$ cat config.mk
export PLATFORM = sky130hd
export DESIGN_NAME = bist_lfsr_engine
export DESIGN_NICKNAME = d
export VERILOG_FILES = /design/src/rtl/bist_pkg.sv /design/src/rtl/bist_lfsr_core.sv /design/src/rtl/bist_run_counter.sv /design/src/rtl/bist_lfsr_engine.sv
export SDC_FILE = /design/constraint.sdc
export NUM_CORES = 1
export LEC_CHECK = 0
export BUFFER_PORTS_ARGS = -buffer_cell sky130_fd_sc_hd__buf_2
export CORE_MARGIN = 4
export CORE_UTILIZATION = 51
export DETAILED_ROUTE_END_ITERATION = 8
export HOLD_SLACK_MARGIN = 0.15
export PLACE_DENSITY = 0.87
export SKIP_LAST_GASP = 1
export SLEW_MARGIN = 30
export SYNTH_ARGS = -nofsm -noshare
export SYNTH_HDL_FRONTEND = slang
export SYNTH_SLANG_ARGS = --single-unit
$ cat constraint.sdc
create_clock -name clk -period 2 [get_ports clk]
set_input_delay 0 -clock clk [delete_from_list [all_inputs] [get_ports clk]]
set_output_delay 0 -clock clk [all_outputs]
set_load 0.01 [all_outputs]
$ cat src/rtl/bist_pkg.sv
package bist_pkg;
   typedef enum logic [1:0] {
      MODE_GEN  = 2'b00,
      MODE_SER  = 2'b01,
      MODE_PAR  = 2'b10,
      MODE_HOLD = 2'b11
   } bist_mode_e;
endpackage

$ cat src/rtl/bist_lfsr_core.sv
module bist_lfsr_core
   import bist_pkg::*;
#(
   parameter int WIDTH = 4
) (
   input  logic             clk,
   input  logic             rst_n,
   input  logic             load_i,
   input  logic [WIDTH-1:0] seed_i,
   input  logic             step_i,
   input  bist_mode_e       mode_i,
   input  logic             ser_i,
   input  logic [WIDTH-1:0] par_i,
   output logic [WIDTH-1:0] state_o,
   output logic [WIDTH-1:0] next_o,
   output logic [WIDTH-1:0] load_val_o
);
   localparam logic [WIDTH-1:0] SAFE_SEED = WIDTH'(1) << (WIDTH-1);

   generate
      if (WIDTH < 2) begin : g_bad_width
         $error("bist_lfsr_core: WIDTH must be at least 2");
      end
   endgenerate

   logic [WIDTH-1:0] state_q;
   logic [WIDTH-1:0] shifted;
   logic             fb;

   always_comb begin
      fb = state_q[WIDTH-1] ^ state_q[0];
      if (mode_i == MODE_SER) fb = fb ^ ser_i;
   end

   genvar gi;
   generate
      for (gi = 0; gi < WIDTH-1; gi++) begin : g_shift
         assign shifted[gi] = state_q[gi+1];
      end
   endgenerate
   assign shifted[WIDTH-1] = fb;

   always_comb begin
      unique case (mode_i)
         MODE_GEN, MODE_SER: next_o = shifted;
         MODE_PAR:           next_o = shifted ^ par_i;
         default:            next_o = state_q;
      endcase
   end

   assign load_val_o = (seed_i == '0 && mode_i == MODE_GEN) ? SAFE_SEED : seed_i;

   always_ff @(posedge clk or negedge rst_n) begin
      if (!rst_n)      state_q <= SAFE_SEED;
      else if (load_i) state_q <= load_val_o;
      else if (step_i) state_q <= next_o;
   end

   assign state_o = state_q;

   p_gen_nonzero_r3: assert property (@(posedge clk) disable iff (!rst_n)
      (mode_i == MODE_GEN && state_q != '0) |=> state_q != '0);
   p_hold_r7: assert property (@(posedge clk) disable iff (!rst_n)
      (mode_i == MODE_HOLD && !load_i) |=> $stable(state_q));
   p_idle_r9: assert property (@(posedge clk) disable iff (!rst_n)
      (!step_i && !load_i) |=> $stable(state_q));
endmodule

$ cat src/rtl/bist_run_counter.sv
module bist_run_counter #(
   parameter int CNT_W = 8
) (
   input  logic             clk,
   input  logic             rst_n,
   input  logic             load_i,
   input  logic [CNT_W-1:0] len_i,
   output logic             busy_o,
   output logic             last_o
);
   generate
      if (CNT_W < 1) begin : g_bad_cnt
         $error("bist_run_counter: CNT_W must be at least 1");
      end
   endgenerate

   localparam logic [CNT_W-1:0] ONE = CNT_W'(1);

   logic [CNT_W-1:0] cnt_q;
   logic             busy_q;

   always_ff @(posedge clk or negedge rst_n) begin
      if (!rst_n) begin
         cnt_q  <= '0;
         busy_q <= 1'b0;
      end else if (load_i) begin
         cnt_q  <= len_i;
         busy_q <= (len_i != '0);
      end else if (busy_q) begin
         cnt_q  <= cnt_q - ONE;
         if (cnt_q == ONE) busy_q <= 1'b0;
      end
   end

   assign busy_o = busy_q;
   assign last_o = busy_q && (cnt_q == ONE);

   p_count_down_r8: assert property (@(posedge clk) disable iff (!rst_n)
      (busy_q && !load_i) |=> cnt_q == CNT_W'($past(cnt_q) - ONE));
   p_busy_has_count_r8: assert property (@(posedge clk) disable iff (!rst_n)
      busy_q |-> cnt_q != '0);
endmodule

$ cat src/rtl/bist_lfsr_engine.sv
module bist_lfsr_engine
   import bist_pkg::*;
#(
   parameter int WIDTH = 4,
   parameter int CNT_W = 8
) (
   input  logic             clk,
   input  logic             rst_n,
   input  logic             load_i,
   input  logic [WIDTH-1:0] seed_i,
   input  logic [1:0]       mode_i,
   input  logic [CNT_W-1:0] run_len_i,
   input  logic [WIDTH-1:0] expect_i,
   input  logic             resp_ser_i,
   input  logic [WIDTH-1:0] resp_par_i,
   output logic [WIDTH-1:0] sig_o,
   output logic             busy_o,
   output logic             done_o,
   output logic             match_o
);
   bist_mode_e       mode;
   logic             busy, last;
   logic [WIDTH-1:0] next_val, load_val;
   logic             done_q, match_q;

   assign mode = bist_mode_e'(mode_i);

   bist_run_counter #(.CNT_W(CNT_W)) u_cnt (
      .clk    (clk),
      .rst_n  (rst_n),
      .load_i (load_i),
      .len_i  (run_len_i),
      .busy_o (busy),
      .last_o (last)
   );

   bist_lfsr_core #(.WIDTH(WIDTH)) u_core (
      .clk        (clk),
      .rst_n      (rst_n),
      .load_i     (load_i),
      .seed_i     (seed_i),
      .step_i     (busy),
      .mode_i     (mode),
      .ser_i      (resp_ser_i),
      .par_i      (resp_par_i),
      .state_o    (sig_o),
      .next_o     (next_val),
      .load_val_o (load_val)
   );

   always_ff @(posedge clk or negedge rst_n) begin
      if (!rst_n) begin
         done_q  <= 1'b0;
         match_q <= 1'b0;
      end else if (load_i) begin
         done_q  <= (run_len_i == '0);
         match_q <= (run_len_i == '0) && (load_val == expect_i);
      end else if (last) begin
         done_q  <= 1'b1;
         match_q <= (next_val == expect_i);
      end
   end

   assign busy_o  = busy;
   assign done_o  = done_q;
   assign match_o = match_q;

   p_done_busy_excl_r8: assert property (@(posedge clk) disable iff (!rst_n)
      !(busy && done_q));
   p_load_seed_r6: assert property (@(posedge clk) disable iff (!rst_n)
      (load_i && seed_i != '0) |=> sig_o == $past(seed_i));
   p_match_r9: assert property (@(posedge clk) disable iff (!rst_n)
      $rose(done_q) |-> (match_q == (sig_o == $past(expect_i))));
   p_done_hold_r9: assert property (@(posedge clk) disable iff (!rst_n)
      (done_q && !load_i) |=> (done_q && $stable(match_q)));
endmodule

After elaboration in Yosys (flattened, before gate mapping)

Index checks and enable logic that the tools add are counted.
W data, S select, Z words.

Bits in registers: 15
Output and inout port bits: 7
Input bits: 26
Logic and storage cells: 38

Add/subtract/negate cells: 1
Eq/ne operators: 5
Mux-type cells: 14
Reductions and logical operators: 10
Bitwise logic cells: 3

Operator list:

| operator              | count |
|---|---|
| $mux W8               | 2 |
| $mux W4               | 3 |
| $eq A4 B4 Y1          | 2 |
| $eq A8 B1 Y1 const B  | 1 |
| $logic_not A8 Y1      | 1 |
| $mux W1               | 8 |
| $pmux W4 S2           | 1 |
| $reduce_bool A8 Y1    | 1 |
| $sub A8 B1 Y8 const B | 1 |
| $logic_not A4 Y1      | 1 |
| $reduce_bool A2 Y1    | 2 |
| $xor A4 B4 Y4         | 1 |
| $logic_and A1 B1 Y1   | 3 |
| $eq A2 B1 Y1 const B  | 1 |
| $eq A2 B2 Y1 const B  | 1 |
| $logic_not A2 Y1      | 1 |
| $reduce_or A2 Y1      | 1 |
| $xor A1 B1 Y1         | 2 |

Longest topological paths before layout

Depth after elaboration: 8
Gate-level depth with buffers: 6
Mapped depth without buffers: 6

Cells and area by module

Synthesis repeated with hierarchy kept, for this count alone.

Cell total of the unflattened synthesis: 131
Area, all modules: 1,102.3 um^2

By module, submodules not included:

| module           | area each (um^2) | cells an instance | instances | sequential area each (um^2) |
|---|---|---|---|---|
| bist_run_counter | 523.0            | 56                | 1         | 225.2 |
| bist_lfsr_core   | 384.1            | 54                | 1         | 101.3 |
| bist_lfsr_engine | 195.2            | 21                | 1         | 50.0 |

Worst setup path before layout

OpenSTA, ideal clock, no wires.

Path kind: flip-flop to flip-flop
From: register u_core.state_q[3] (netlist: u_core.state_o[3])
To: register match_q (netlist: match_o)
Period minus slack after synthesis: 1.647 ns
Data arrival time: 1.544 ns
Buffers on the path: 0
Setup time: 0.104 ns
Slack: 0.353 ns
Cell stages (with the launch flop): 6
Data required time: 1.896 ns
Path through: dfstp_2 -> nor4bb_2 -> a2111oi_2 -> xor2_1 -> nand3_1 -> o41ai_2

Word-level cells in the longest chain between the ends: 8

Ends and longest elaborated chain:

| item                   | RTL line               | RTL |
|---|---|---|
| from (decl)            | bist_lfsr_core.sv:26   | `logic [WIDTH-1:0] state_q;` |
| from (signal assigned) | bist_lfsr_core.sv:55   | `else if (load_i) state_q <= load_val_o;` |
| from (signal assigned) | bist_lfsr_core.sv:56   | `else if (step_i) state_q <= next_o;` |
| $xor A1 B1 Y1          | bist_lfsr_core.sv:31   | `fb = state_q[WIDTH-1] ^ state_q[0];` |
| $xor A1 B1 Y1          | bist_lfsr_core.sv:32   | `if (mode_i == MODE_SER) fb = fb ^ ser_i;` |
| $mux W1                | bist_lfsr_core.sv:32   |  |
| $xor A4 B4 Y4          | bist_lfsr_core.sv:46   | `MODE_PAR: next_o = shifted ^ par_i;` |
| $pmux W4 S2 *          | bist_lfsr_core.sv:44   | `unique case (mode_i)` |
| $eq A4 B4 Y1 *         | bist_lfsr_engine.sv:60 | `match_q <= (next_val == expect_i);` |
| $mux W1 *              | bist_lfsr_engine.sv:58 | `end else if (last) begin` |
| $mux W1 *              | bist_lfsr_engine.sv:55 | `end else if (load_i) begin` |
| to (signal assigned)   | bist_lfsr_engine.sv:57 | `match_q <= (run_len_i == '0) && (load_val == expect_i);` |
| to (signal assigned)   | bist_lfsr_engine.sv:60 |  |
| to (decl)              | bist_lfsr_engine.sv:24 | `logic done_q, match_q;` |

Mark *: on every way between the ends. The rest lies on a longest branch, timed or not. The select of a mux whose other input is x is not followed.
A chain may end at the register's enable or synchronous reset.

Final worst setup path

Ends and elaborated chain as after synthesis.

==> metrics <==
H-tree depth 1; Least-Margin Pin Slew 479 ps; final setup violation count 0; Slew Limit Fails 0; fin crit period 1760 ps; GRT Residual Overflow 0; final hold vios 0; Die H 54.7 um; outcome completed; CTS tree built; CP required 2190 ps; PortBufs 32; CTS resizes 0; PwrDens 606 mW/mm2; number of distinct library cells after synthesis 43; syn avg cell area 8.56 um2; wire per inst 14.5 um; Hold Slack 142 ps; DRT iter0 DRCs 28; aggregate global-route resource usage 0.226; total CTS buffers 3; sequential area share after synthesis 0.339; critical path depth 5; area grow syn2layout 31.9%; Worst IR Drop VDD 0.000535 V; core area 0.00202 mm2; Worst-Skew Late Latency 290 ps; Mapped Cells 130; RSZ-0062 raised after global routing no; Nets 206; Post-synth EDFFs 0; CP max stage delay 630 ps; Worst Setup Start Kind flop; placed wire-length estimate 2140 um; Worst Path Arrival 1960 ps; worst min path class in -> async; Worst Setup End Kind flop; critical path type reg -> reg; gpl congestion 0.940; Worst-path clk slew 100 ps; fmax 567 MHz; initial cell density of the core 0.550; DRC Markers 0; Clock Skews 11.1 ps; Leakage 0.656 nW; Die ar. 0.00299 mm2; critical-path maximum fanout 7; Pre-Repair DR Iteration Count 4; r2r worst-path depth 5; first-pass GRT wire length 4800 um; total negative setup slack 0 ps; setup bufs post-CTS 0; Worst path slowest cell dfstp_2; Layout fillers 159; asr flop ratio synth 1.00; part of the cycle the worst path needs 0.882; Synth Warn # 0; routed wire length 2970 um; family with the most delay on the worst path compound AO/OA/AOI/OAI gates; Main synth FF type dfrtp_1; Clock Tree Root clkbuf_4; row count 16; CTS sink cnt 15; initial antenna violation count 0; relative slew slack 0.681; Synth Register Bits 15; number of max-cap violations 0; synthesized area 0.00111 mm2; post-synthesis net count 158; share of cells above drive strength 1 0.243; commonest non-fill, non-tap cells in the layout 32 x buf_2, 23 x nand2_1, 17 x dlygate4sd3_1; I/O pin count 33; die width 54.7 um; Post-DRT Antenna Nets 0; largest net degree at the start of global routing 29; Antenna Cells 0; WP buf/inv 0; crit path cell chain nor4bb_2 > a2111oi_2 > xor2_1 > nand3_1 > o41ai_2; vias in the first global route 1,125; clk buf depth 2; vias per cell 5.70; vias 1,163; commonest non-fill, non-tap cell in the layout buf_2
==> synthesized netlist by cell type, drive strengths merged (2+ instances only) <==
cell	n	area share
nand2	23	0.078
a21oi	3	0.013
nor2	6	0.020
clkbuf	2	0.0068
o22ai	2	0.011
inv	6	0.020
o21ai	14	0.063
buf	4	0.025
nor3	5	0.027
xnor2	9	0.071
o21a	2	0.013
nand4b	2	0.016
dfrtp	14	0.31
ha	2	0.022
nor4	5	0.028
xor2	8	0.070
a221o	2	0.018
==> worst paths after layout <==
path,startpoint,to,slack [ps]
setup / recovery,u_core.state_o[3],match_o,240
hold / removal,rst_n,u_cnt.cnt_q[7],140
setup reg to reg,u_core.state_o[3],match_o,240
hold reg to reg,done_o,done_o,520
max in group asynchronous,rst_n,u_core.state_o[3],1550
min in group clk,load_i,u_core.state_o[3],150
==> flip-flops by register name, summed over array words and instances (netlist names) <==
signal / flops
u_cnt.busy_o: 1
u_cnt.cnt_q: 8
u_core.state_o: 4
done_o: 1
match_o: 1
==> repair_timing <==
| item | in CTS | in global routing |
|---|---|---|
| hold buffers | 17 | 0 |
| endpoints found under the hold margin | 30 | 0 |
| endpoints found under the setup margin | 0 | 0 |
==> metal layers <==
metal  part of all wire  wire [um]  up-vias  global-route usage
met5                  0          0        -                   0
met4              0.018         53        0              0.0788
met1               0.40       1190      544               0.252
li1                   -          -      558                   -
met2               0.51       1530       55               0.413
met3              0.065        193        6              0.0518
==> layout make-up <==
cell class,instances,area [um2],share of cell area
multi-input combinational,102,674,0.460
sequential,15,377,0.257
timing repair buffer,49,330,0.225
tap,27,33.8,0.0230
clock buffer,4,26.3,0.0179
inverter,7,26.3,0.0179
==> logic make-up after synthesis <==
kind of cell,share of synthesized area
buffers and inverters,0.0551
xor gates and xnor gates,0.141
adders and majority gates,0.0225
AOI/OAI and AO/OA,0.208
DFF,0.339
muxes,0.00900
and+or+nand+nor,0.226
==> metrics by stage <==
stage	area [um2]	setup WS [ps]	total power, mW	std cells	utilization
2_1_floorplan	1110	353	0.595	130	-
3_3_place_gp	1270	339	0.676	183	0.629
3_5_place_dp	1270	242	0.691	183	0.629
4_1_cts	1470	224	0.893	204	0.726
5_1_grt	1470	95.2	0.949	204	0.726
6_report	1470	236	0.889	204	0.726
==> worst reg2reg max path, cell delays in order, from the launching register on <==
cell and delay [ps]:
dfstp_2 630, nor4bb_2 90, a2111oi_2 400, xor2_1 180, nand3_1 100, o41ai_2 270
==> power breakdown <==
part / internal, mW / total [mW] / switching, mW
logic: 0.158 / 0.310 / 0.152
registers: 0.345 / 0.401 / 0.0551
clock network: 0.0774 / 0.179 / 0.101
(Power assumes the default switching activity.)
